[src/rtl/vif_maint_pkg.sv]
package vif_maint_pkg;

    localparam int unsigned WORD_W = 32;
    localparam int unsigned COND_W = 8;
    localparam int unsigned EOIC_W = 5;

    typedef enum logic [1:0] {
        LR_EMPTY   = 2'b00,
        LR_PEND    = 2'b01,
        LR_ACT     = 2'b10,
        LR_ACTPEND = 2'b11
    } lr_state_e;

    // Field order is the readable bit order: g1_off is bit 7, eoi is bit 0.
    typedef struct packed {
        logic g1_off;
        logic g1_on;
        logic g0_off;
        logic g0_on;
        logic no_pend;
        logic not_pres;
        logic under;
        logic eoi;
    } cond_t;

    typedef struct packed {
        logic g1_off;
        logic g1_on;
        logic g0_off;
        logic g0_on;
        logic no_pend;
        logic not_pres;
        logic under;
    } hyp_ie_t;

    function automatic logic [WORD_W-1:0] to_word(cond_t c);
        return {{(WORD_W-COND_W){1'b0}}, c};
    endfunction

endpackage

[src/rtl/vif_lr_scan.sv]
module vif_lr_scan
    import vif_maint_pkg::*;
#(
    parameter int unsigned N_LR = 4
) (
    input  logic [2*N_LR-1:0] lr_state,
    output logic              pend_any,
    output logic              valid_le1
);
    localparam int unsigned CNT_W = $clog2(N_LR + 1);

    logic [N_LR-1:0] is_pend;
    logic [N_LR-1:0] is_valid;
    logic [CNT_W-1:0] valid_cnt;

    for (genvar i = 0; i < N_LR; i++) begin : g_entry
        lr_state_e st;
        assign st          = lr_state_e'(lr_state[2*i +: 2]);
        assign is_pend[i]  = (st == LR_PEND);
        assign is_valid[i] = (st != LR_EMPTY);
    end

    always_comb begin
        valid_cnt = '0;
        for (int i = 0; i < N_LR; i++) begin
            valid_cnt = valid_cnt + CNT_W'(is_valid[i]);
        end
    end

    assign pend_any  = |is_pend;
    assign valid_le1 = (valid_cnt <= CNT_W'(1));
endmodule

[src/rtl/vif_cond_build.sv]
module vif_cond_build
    import vif_maint_pkg::*;
(
    input  hyp_ie_t ie,
    input  logic    vm_g0_en,
    input  logic    vm_g1_en,
    input  logic    pend_any,
    input  logic    valid_le1,
    input  logic    eoi_any,
    input  logic    cnt_nz,
    output cond_t   cond
);
    always_comb begin
        cond.g1_off   = ie.g1_off & ~vm_g1_en;
        cond.g1_on    = ie.g1_on  &  vm_g1_en;
        cond.g0_off   = ie.g0_off & ~vm_g0_en;
        cond.g0_on    = ie.g0_on  &  vm_g0_en;
        cond.no_pend  = ie.no_pend & ~pend_any;
        cond.not_pres = ie.not_pres & cnt_nz;
        cond.under    = ie.under & valid_le1;
        cond.eoi      = eoi_any;
    end
endmodule

[src/rtl/vif_irq_reg.sv]
module vif_irq_reg
    import vif_maint_pkg::*;
(
    input  logic  clk,
    input  logic  rst,
    input  logic  hyp_en,
    input  cond_t cond,
    output logic  irq
);
    always_ff @(posedge clk) begin
        if (rst) irq <= 1'b0;
        else     irq <= hyp_en & (|cond);
    end
endmodule

[src/rtl/vif_maint_status.sv]
module vif_maint_status
    import vif_maint_pkg::*;
#(
    parameter int unsigned N_LR       = 4,
    parameter int unsigned ADDR_W     = 12,
    parameter int unsigned REG_OFFSET = 'h010
) (
    input  logic                clk,
    input  logic                rst,
    input  logic                hyp_en,
    input  logic                ie_g1_off,
    input  logic                ie_g1_on,
    input  logic                ie_g0_off,
    input  logic                ie_g0_on,
    input  logic                ie_no_pend,
    input  logic                ie_not_present,
    input  logic                ie_underflow,
    input  logic                vm_g0_en,
    input  logic                vm_g1_en,
    input  logic [2*N_LR-1:0]   lr_state,
    input  logic [N_LR-1:0]     eoi_status,
    input  logic [EOIC_W-1:0]   eoi_count,
    input  logic                rd_en,
    input  logic [ADDR_W-1:0]   rd_addr,
    output logic [WORD_W-1:0]   rd_data,
    input  logic                wr_en,
    input  logic [ADDR_W-1:0]   wr_addr,
    input  logic [WORD_W-1:0]   wr_data,
    output logic                maint_irq
);
    localparam logic [ADDR_W-1:0] OFF = ADDR_W'(REG_OFFSET);

    hyp_ie_t ie;
    cond_t   cond_raw;
    cond_t   cond;
    logic    pend_any;
    logic    valid_le1;

    assign ie = '{g1_off: ie_g1_off, g1_on: ie_g1_on, g0_off: ie_g0_off,
                  g0_on: ie_g0_on, no_pend: ie_no_pend,
                  not_pres: ie_not_present, under: ie_underflow};

    vif_lr_scan #(.N_LR(N_LR)) scan_i (
        .lr_state  (lr_state),
        .pend_any  (pend_any),
        .valid_le1 (valid_le1)
    );

    vif_cond_build build_i (
        .ie        (ie),
        .vm_g0_en  (vm_g0_en),
        .vm_g1_en  (vm_g1_en),
        .pend_any  (pend_any),
        .valid_le1 (valid_le1),
        .eoi_any   (|eoi_status),
        .cnt_nz    (eoi_count != '0),
        .cond      (cond_raw)
    );

    // Conditions read as their reset value while reset is held.
    assign cond = rst ? '0 : cond_raw;

    vif_irq_reg irq_i (
        .clk    (clk),
        .rst    (rst),
        .hyp_en (hyp_en),
        .cond   (cond),
        .irq    (maint_irq)
    );

    // Read-only: the write port is decoded nowhere.
    assign rd_data = (rd_en && rd_addr == OFF) ? to_word(cond) : '0;
endmodule

[config.mk]
export PLATFORM = sky130hd
export DESIGN_NAME = vif_maint_status
export DESIGN_NICKNAME = d
export VERILOG_FILES = /design/src/rtl/vif_maint_pkg.sv /design/src/rtl/vif_lr_scan.sv /design/src/rtl/vif_cond_build.sv /design/src/rtl/vif_irq_reg.sv /design/src/rtl/vif_maint_status.sv
export SDC_FILE = /design/constraint.sdc
export NUM_CORES = 1
export LEC_CHECK = 0
export BUFFER_PORTS_ARGS = -buffer_cell sky130_fd_sc_hd__buf_2
export CAP_MARGIN = 15
export CORE_MARGIN = 5
export CORE_UTILIZATION = 25
export CTS_CLUSTER_DIAMETER = 50
export CTS_CLUSTER_SIZE = 14
export DETAILED_ROUTE_END_ITERATION = 10
export PLACE_DENSITY = 0.89
export REMOVE_ABC_BUFFERS = 1
export SLEW_MARGIN = 20
export SYNTH_ARGS = -nofsm -noshare
export SYNTH_HDL_FRONTEND = slang
export SYNTH_SLANG_ARGS = --single-unit
[constraint.sdc]
create_clock -name clk -period 6.3 [get_ports clk]
set_input_delay 0.945 -clock clk [delete_from_list [all_inputs] [get_ports clk]]
set_output_delay 0.945 -clock clk [all_outputs]
set_load 0.03 [all_outputs]
==> qor.yml, run 1 <==
global_route:
  gr-usage-met2: 0.145
  grt_use_met3: 0.0207
  antenna_found_initial: 0
  grt_pass1_wl_um: 1970
  grt_pass1_vias: 487
  use_met1: 0.0757
  busiest_layer: "met2"
  grt_overflow: 0
  grt_max_degree: 6
  track_usage: 0.0715
logic_synthesis:
  seq_area_frac_synth: 0.0366
  synth-seq-cells: 1
  netlist_area_um2: 547
  synth_top_flop_cell: "dfxtp_1"
  synth_most_common_cell: "buf_4"
  ys_async_sr_fraction: 0
  synth_cell_types: 25
  synthTopCellsByCount: "24 x buf_4, 10 x nor2_1, 5 x inv_1"
  yosysTopAreaCell: "buf_4"
  syn_inst: 74
  synth-edff-count: 0
  netlist.area_leader.share: 0.330
  yosys_warnings: 0
  netlist_top_cells_area: "buf_4 33%, ha_1 9.2%, nor2_1 6.9%"
  synth_area_per_cell_um2: 7.39
cells_and_area:
  fin_cells: 151
  drive_gt1_frac: 0.480
  num_antenna_cells: 0
  area_growth_pct: 35.0
  largest_reg_flops: 1
  top_register: "irq_i.irq"
  nFillCells: 242
  layout.nets: 217
  top_regs: "irq_i.irq: 1 flops"
cts:
  cts_setup_buffers: 0
  hold_buffers: 0
  cts_resized: 0
  clk_pin_slew_ns: 0
die:
  die_y_um: 56.8
  fp.dieW_um: 56.8
  core-area_um2: 2150
  io_pins: 120
  initial_core_util: 0.255
  die-area_um2: 3220
  rows: 17
worst_setup_path:
  path_delay_family: "simple AND/OR/NAND/NOR gates"
  crit_buf_inv: 3
  crit_path_start_kind: "primary input"
  cp_cell_sequence: "buf_2 -> or2_2 -> ha_1 -> fa_1 -> inv_1 -> ha_1 -> nor3b_1 -> a21oi_1 -> or3b_1 -> nor2_1 -> buf_2"
  worst_ep_required_time_ns: 5.35
  path_depth: 11
  cpPeakStageDelay_ns: 0.42
  crit_type: "in2out"
  cp-end-kind: "output port"
  crit_fanout: 2
  arrival_ns: 3.32
  cp_slowest_cell: "fa_1"
placed_design:
  dp_hpwl_um: 1330
  dp_slack_ns: 2.01
  place_inst: 151
  gp_congestion: 0.670
  placement.io_buffers: 50
detailed_routing:
  vias: 588
  drcViolationCount: 0
  post_drt_wl_per_cell_um: 8.91
  wirelength_um: 1350
  dr.pass1.iters: 4
  postRouteAntennaNets: 0
  drt_iter0_drc: 15
  vias_per_cell: 3.89
timing:
  fin_setup_tns_ns: 0
  grt_setup_unrepaired: "no"
  clock.fmax_mhz: 235
  hold_viol: 0
  post-route-period-util: 0.677
  setup_viol: 0
  drv_slew: 0
  fin_crit_ns: 4.26
  fin_ws_ns: 2.04
min_path:
  min_path_type: "in2reg"
  holdPathStages: 3
outcome:
  outcome: "completed"
pwr:
  power.leakage_nw: 0.443
  vdd_drop_max_mv: 0.0242
  cellPowerDensity_nw_per_um2: 73.7
job:
  cap_violations: 0
report_power, final:
group / internal, mW / switching, mW
Sequential: 0.00682 / 0.0000795
Clock: 0 / 0
Combinational: 0.0166 / 0.0309
per-layer routing:
layer | routed length (µm) | vias up
met1 | 378 | 253
met5 | 0 | -
li1 | - | 293
met3 | 272 | 0
met4 | 0 | 0
met2 | 695 | 42
metrics by stage:
step / power [mW] / instance area, µm² / hold WS [ns] / utilization
global placement: 0.0537 / 738 / 1.20 / 0.344
detailed placement: 0.0546 / 738 / 1.20 / 0.344
finish: 0.0544 / 738 / 1.20 / 0.344
global route: 0.0597 / 738 / 1.21 / 0.344
floorplan: 0.0388 / 453 / 1.09 / -
CTS: 0.0547 / 738 / 1.20 / 0.344
placed cells by master, fill, tap and decap left out, types with 2 or more instances in the layout:
cell type,instances
conb_1,24
or2_2,4
buf_2,50
inv_1,5
ha_1,4
nand2b_1,4
nor3b_1,2
nor2_1,10
nand2_1,4
final cells by class:
| cell class | instances | area (µm²) | share of cell area |
|---|---|---|---|
| Tap cell | 28 | 35.0 | 0.0475 |
| Inverter | 5 | 18.8 | 0.0254 |
| Timing Repair Buffer | 50 | 250 | 0.339 |
| Sequential cell | 1 | 20.0 | 0.0271 |
| Multi-Input combinational cell | 67 | 414 | 0.561 |
worst paths after layout:
path	from	slack (ns)	endpoint
max	lr_state[0]	2.04	rd_data[1]
min	hyp_en	1.20	irq_i.irq
logic make-up after synthesis:
| logic type | synth area share |
|---|---|
| simple gates | 0.398 |
| other cells | 0.00686 |
| flops | 0.0366 |
| compound gates | 0.0664 |
| buf+inv | 0.364 |
| fa+ha+maj | 0.128 |
Note: power is estimated with default switching activity, not from simulation.
==> run 2, diff against run 1 <==
--- a/config.mk
+++ b/config.mk
@@ -8,11 +8,11 @@
 export BUFFER_PORTS_ARGS = -buffer_cell sky130_fd_sc_hd__buf_2
 export CAP_MARGIN = 15
 export CORE_MARGIN = 5
-export CORE_UTILIZATION = 25
+export CORE_UTILIZATION = 21
 export CTS_CLUSTER_DIAMETER = 50
 export CTS_CLUSTER_SIZE = 14
 export DETAILED_ROUTE_END_ITERATION = 10
-export PLACE_DENSITY = 0.89
+export PLACE_DENSITY = 0.8
 export REMOVE_ABC_BUFFERS = 1
 export SLEW_MARGIN = 20
 export SYNTH_ARGS = -nofsm -noshare
==> constraint.sdc (replaced) <==
create_clock -name clk -period 3.8 [get_ports clk]
set_input_delay 0.57 -clock clk [delete_from_list [all_inputs] [get_ports clk]]
set_output_delay 0.57 -clock clk [all_outputs]
set_load 0.03 [all_outputs]
==> run 2 against run 1 <==
  * Power increased by 68%
  * Die area grew 16%
  * Final cell count rose by 1.3%
  * Cell area up 0.34%
  * Sequential cell count stayed put
  * First-iteration DRC count fell by 80%
  * Core utilization down 4.5 points
  * Via count shrank 1.4%
  * Critical endpoint unchanged
  * Largest cell class unchanged
==> qor.yml, run 2 (synthesized netlist as in run 1, its figures left out) <==
die:
  initial_core_util: 0.221  # was 0.255
  rows: 18  # was 17
  io_pins: 120  # unchanged
  die_y_um: 61.0  # was 56.8 µm
  core-area_um2: 2480  # was 2150 µm²
  die-area_um2: 3720  # was 3220 µm²
  fp.dieW_um: 61.0  # was 56.8 µm
global_route:
  grt_overflow: 0  # unchanged
  grt_max_degree: 6  # unchanged
  track_usage: 0.0684  # was 0.0715
  grt_pass1_vias: 540  # was 487
  antenna_found_initial: 0  # unchanged
  grt_pass1_wl_um: 2050  # was 1970 µm
detailed_routing:
  post_drt_wl_per_cell_um: 9.24  # was 8.91 µm
  dr.pass1.iters: 4  # unchanged
  drt_iter0_drc: 3  # was 15
  drcViolationCount: 0  # unchanged
  wirelength_um: 1410  # was 1350 µm
  vias: 580  # was 588
  postRouteAntennaNets: 0  # unchanged
  vias_per_cell: 3.79  # was 3.89
timing:
  fin_setup_tns_ns: 0  # unchanged
  post-route-period-util: 0.936
  clock.fmax_mhz: 281
  hold_viol: 0  # unchanged
  drv_slew: 0  # unchanged
  hold_slack_ns: 0.833  # was 1.20 ns
  grt_setup_unrepaired: "no"  # unchanged
  setup_viol: 0  # unchanged
  fin_crit_ns: 3.56
cells_and_area:
  largest_reg_flops: 1  # unchanged
  fin_util: 0.299  # was 0.344
  num_antenna_cells: 0  # unchanged
  fin_cells: 153  # was 151
  drive_gt1_frac: 0.480  # unchanged
  final_common_cell: "buf_2"  # unchanged
  layout.nets: 217  # unchanged
  top_register: "irq_i.irq"  # unchanged
  top_regs: "irq_i.irq: 1 flops"  # unchanged
  area_growth_pct: 35.5  # was 35.0%
  layout_common_cells: "50 x buf_2, 24 x conb_1, 10 x nor2_1"  # unchanged
pwr:
  combPwrFrac: 0.874  # was 0.873
  cellPowerDensity_nw_per_um2: 123  # was 73.7 nW/µm²
  power.leakage_nw: 0.443  # unchanged
  vdd_drop_max_mv: 0.0487  # was 0.0242 mV
  p_sw_mw: 0.0523  # was 0.0310 mW
  p_clk_frac: 0  # about the same
  power.internal_mw: 0.0390  # was 0.0234 mW
  p_sw_frac: 0.573  # was 0.570
  sequentialPowerShare: 0.126  # was 0.127
worst_setup_path:
  crit_path_start_kind: "primary input"  # unchanged
  arrival_ns: 2.99  # was 3.32 ns
  cp-end-kind: "output port"  # unchanged
  crit_fanout: 2  # unchanged
  crit_type: "in2out"  # unchanged
  worst_ep_required_time_ns: 3.23  # was 5.35 ns
min_path:
  hold_path_startpoint: "hyp_en"  # unchanged
  worst_hold_path.endpoint: "irq_i.irq"  # unchanged
  min_path_type: "in2reg"  # unchanged
  holdPathStages: 3  # unchanged
placed_design:
  gp_congestion: 0.674  # was 0.670
  placement.io_buffers: 50  # unchanged
  dp_hpwl_um: 1400  # was 1330 µm
  place_inst: 153  # was 151
job:
  cap_violations: 0  # unchanged
cts:
  cts_resized: 0  # unchanged
  hold_buffers: 0  # unchanged
  cts_setup_buffers: 0  # unchanged
  clk_pin_slew_ns: 0  # about the same
outcome:
  outcome: "completed"  # unchanged
run 2: cell counts in the layout (fill, tap and decap cells not counted):
No cell type changed its count.
run 2: how the worst max path moves through the flow:
stage	startpoint	to	slack (ns)	cells after the start
after floorplan	lr_state[0]	rd_data[1]	0.34	9
final	lr_state[0]	rd_data[1]	0.24	11
after global routing	lr_state[0]	rd_data[1]	0.01	11
after detailed placement	lr_state[0]	rd_data[1]	0.21	11
after global placement	lr_state[0]	rd_data[1]	0.26	11
after CTS	lr_state[0]	rd_data[1]	0.19	11
run 2: final cells by class:
class                      instances  area, µm²
tap                               30       37.5
timing repair buffer              50        250
sequential                         1       20.0
multi-input combinational         67        414
inverter                           5       18.8
fill                             267       1740
run 2: power groups by stage:
stage                     clock network [mW]  logic, mW  registers, mW
after floorplan                            0     0.0517         0.0127
after global placement                     0     0.0779         0.0115
after detailed placement                   0     0.0800         0.0115
after CTS                                  0     0.0801         0.0115
after global routing                       0     0.0888         0.0116
final                                      0     0.0798         0.0115
run 2: through the flow:
step | total power, mW | setup WS [ns] | instance area, µm²
floorplan | 0.0644 | 0.343 | 453
global placement | 0.0894 | 0.260 | 741
detailed placement | 0.0915 | 0.206 | 741
CTS | 0.0915 | 0.195 | 741
global route | 0.100 | 0.0140 | 741
finish | 0.0913 | 0.242 | 741
run 2: worst max-delay path, stage by stage:
cell	delay [ns]
buf_2	0.10
or2_2	0.28
ha_1	0.32
fa_1	0.43
inv_1	0.10
ha_1	0.22
nor3b_1	0.20
a21oi_1	0.06
or3b_1	0.38
nor2_1	0.11
buf_2	0.21
run 2: metal layers:
metal | track usage | share of wire
met4 | 0 | 0
met5 | 0 | 0
met2 | 0.151 | 0.51
met3 | 0.0105 | 0.16
met1 | 0.0680 | 0.32
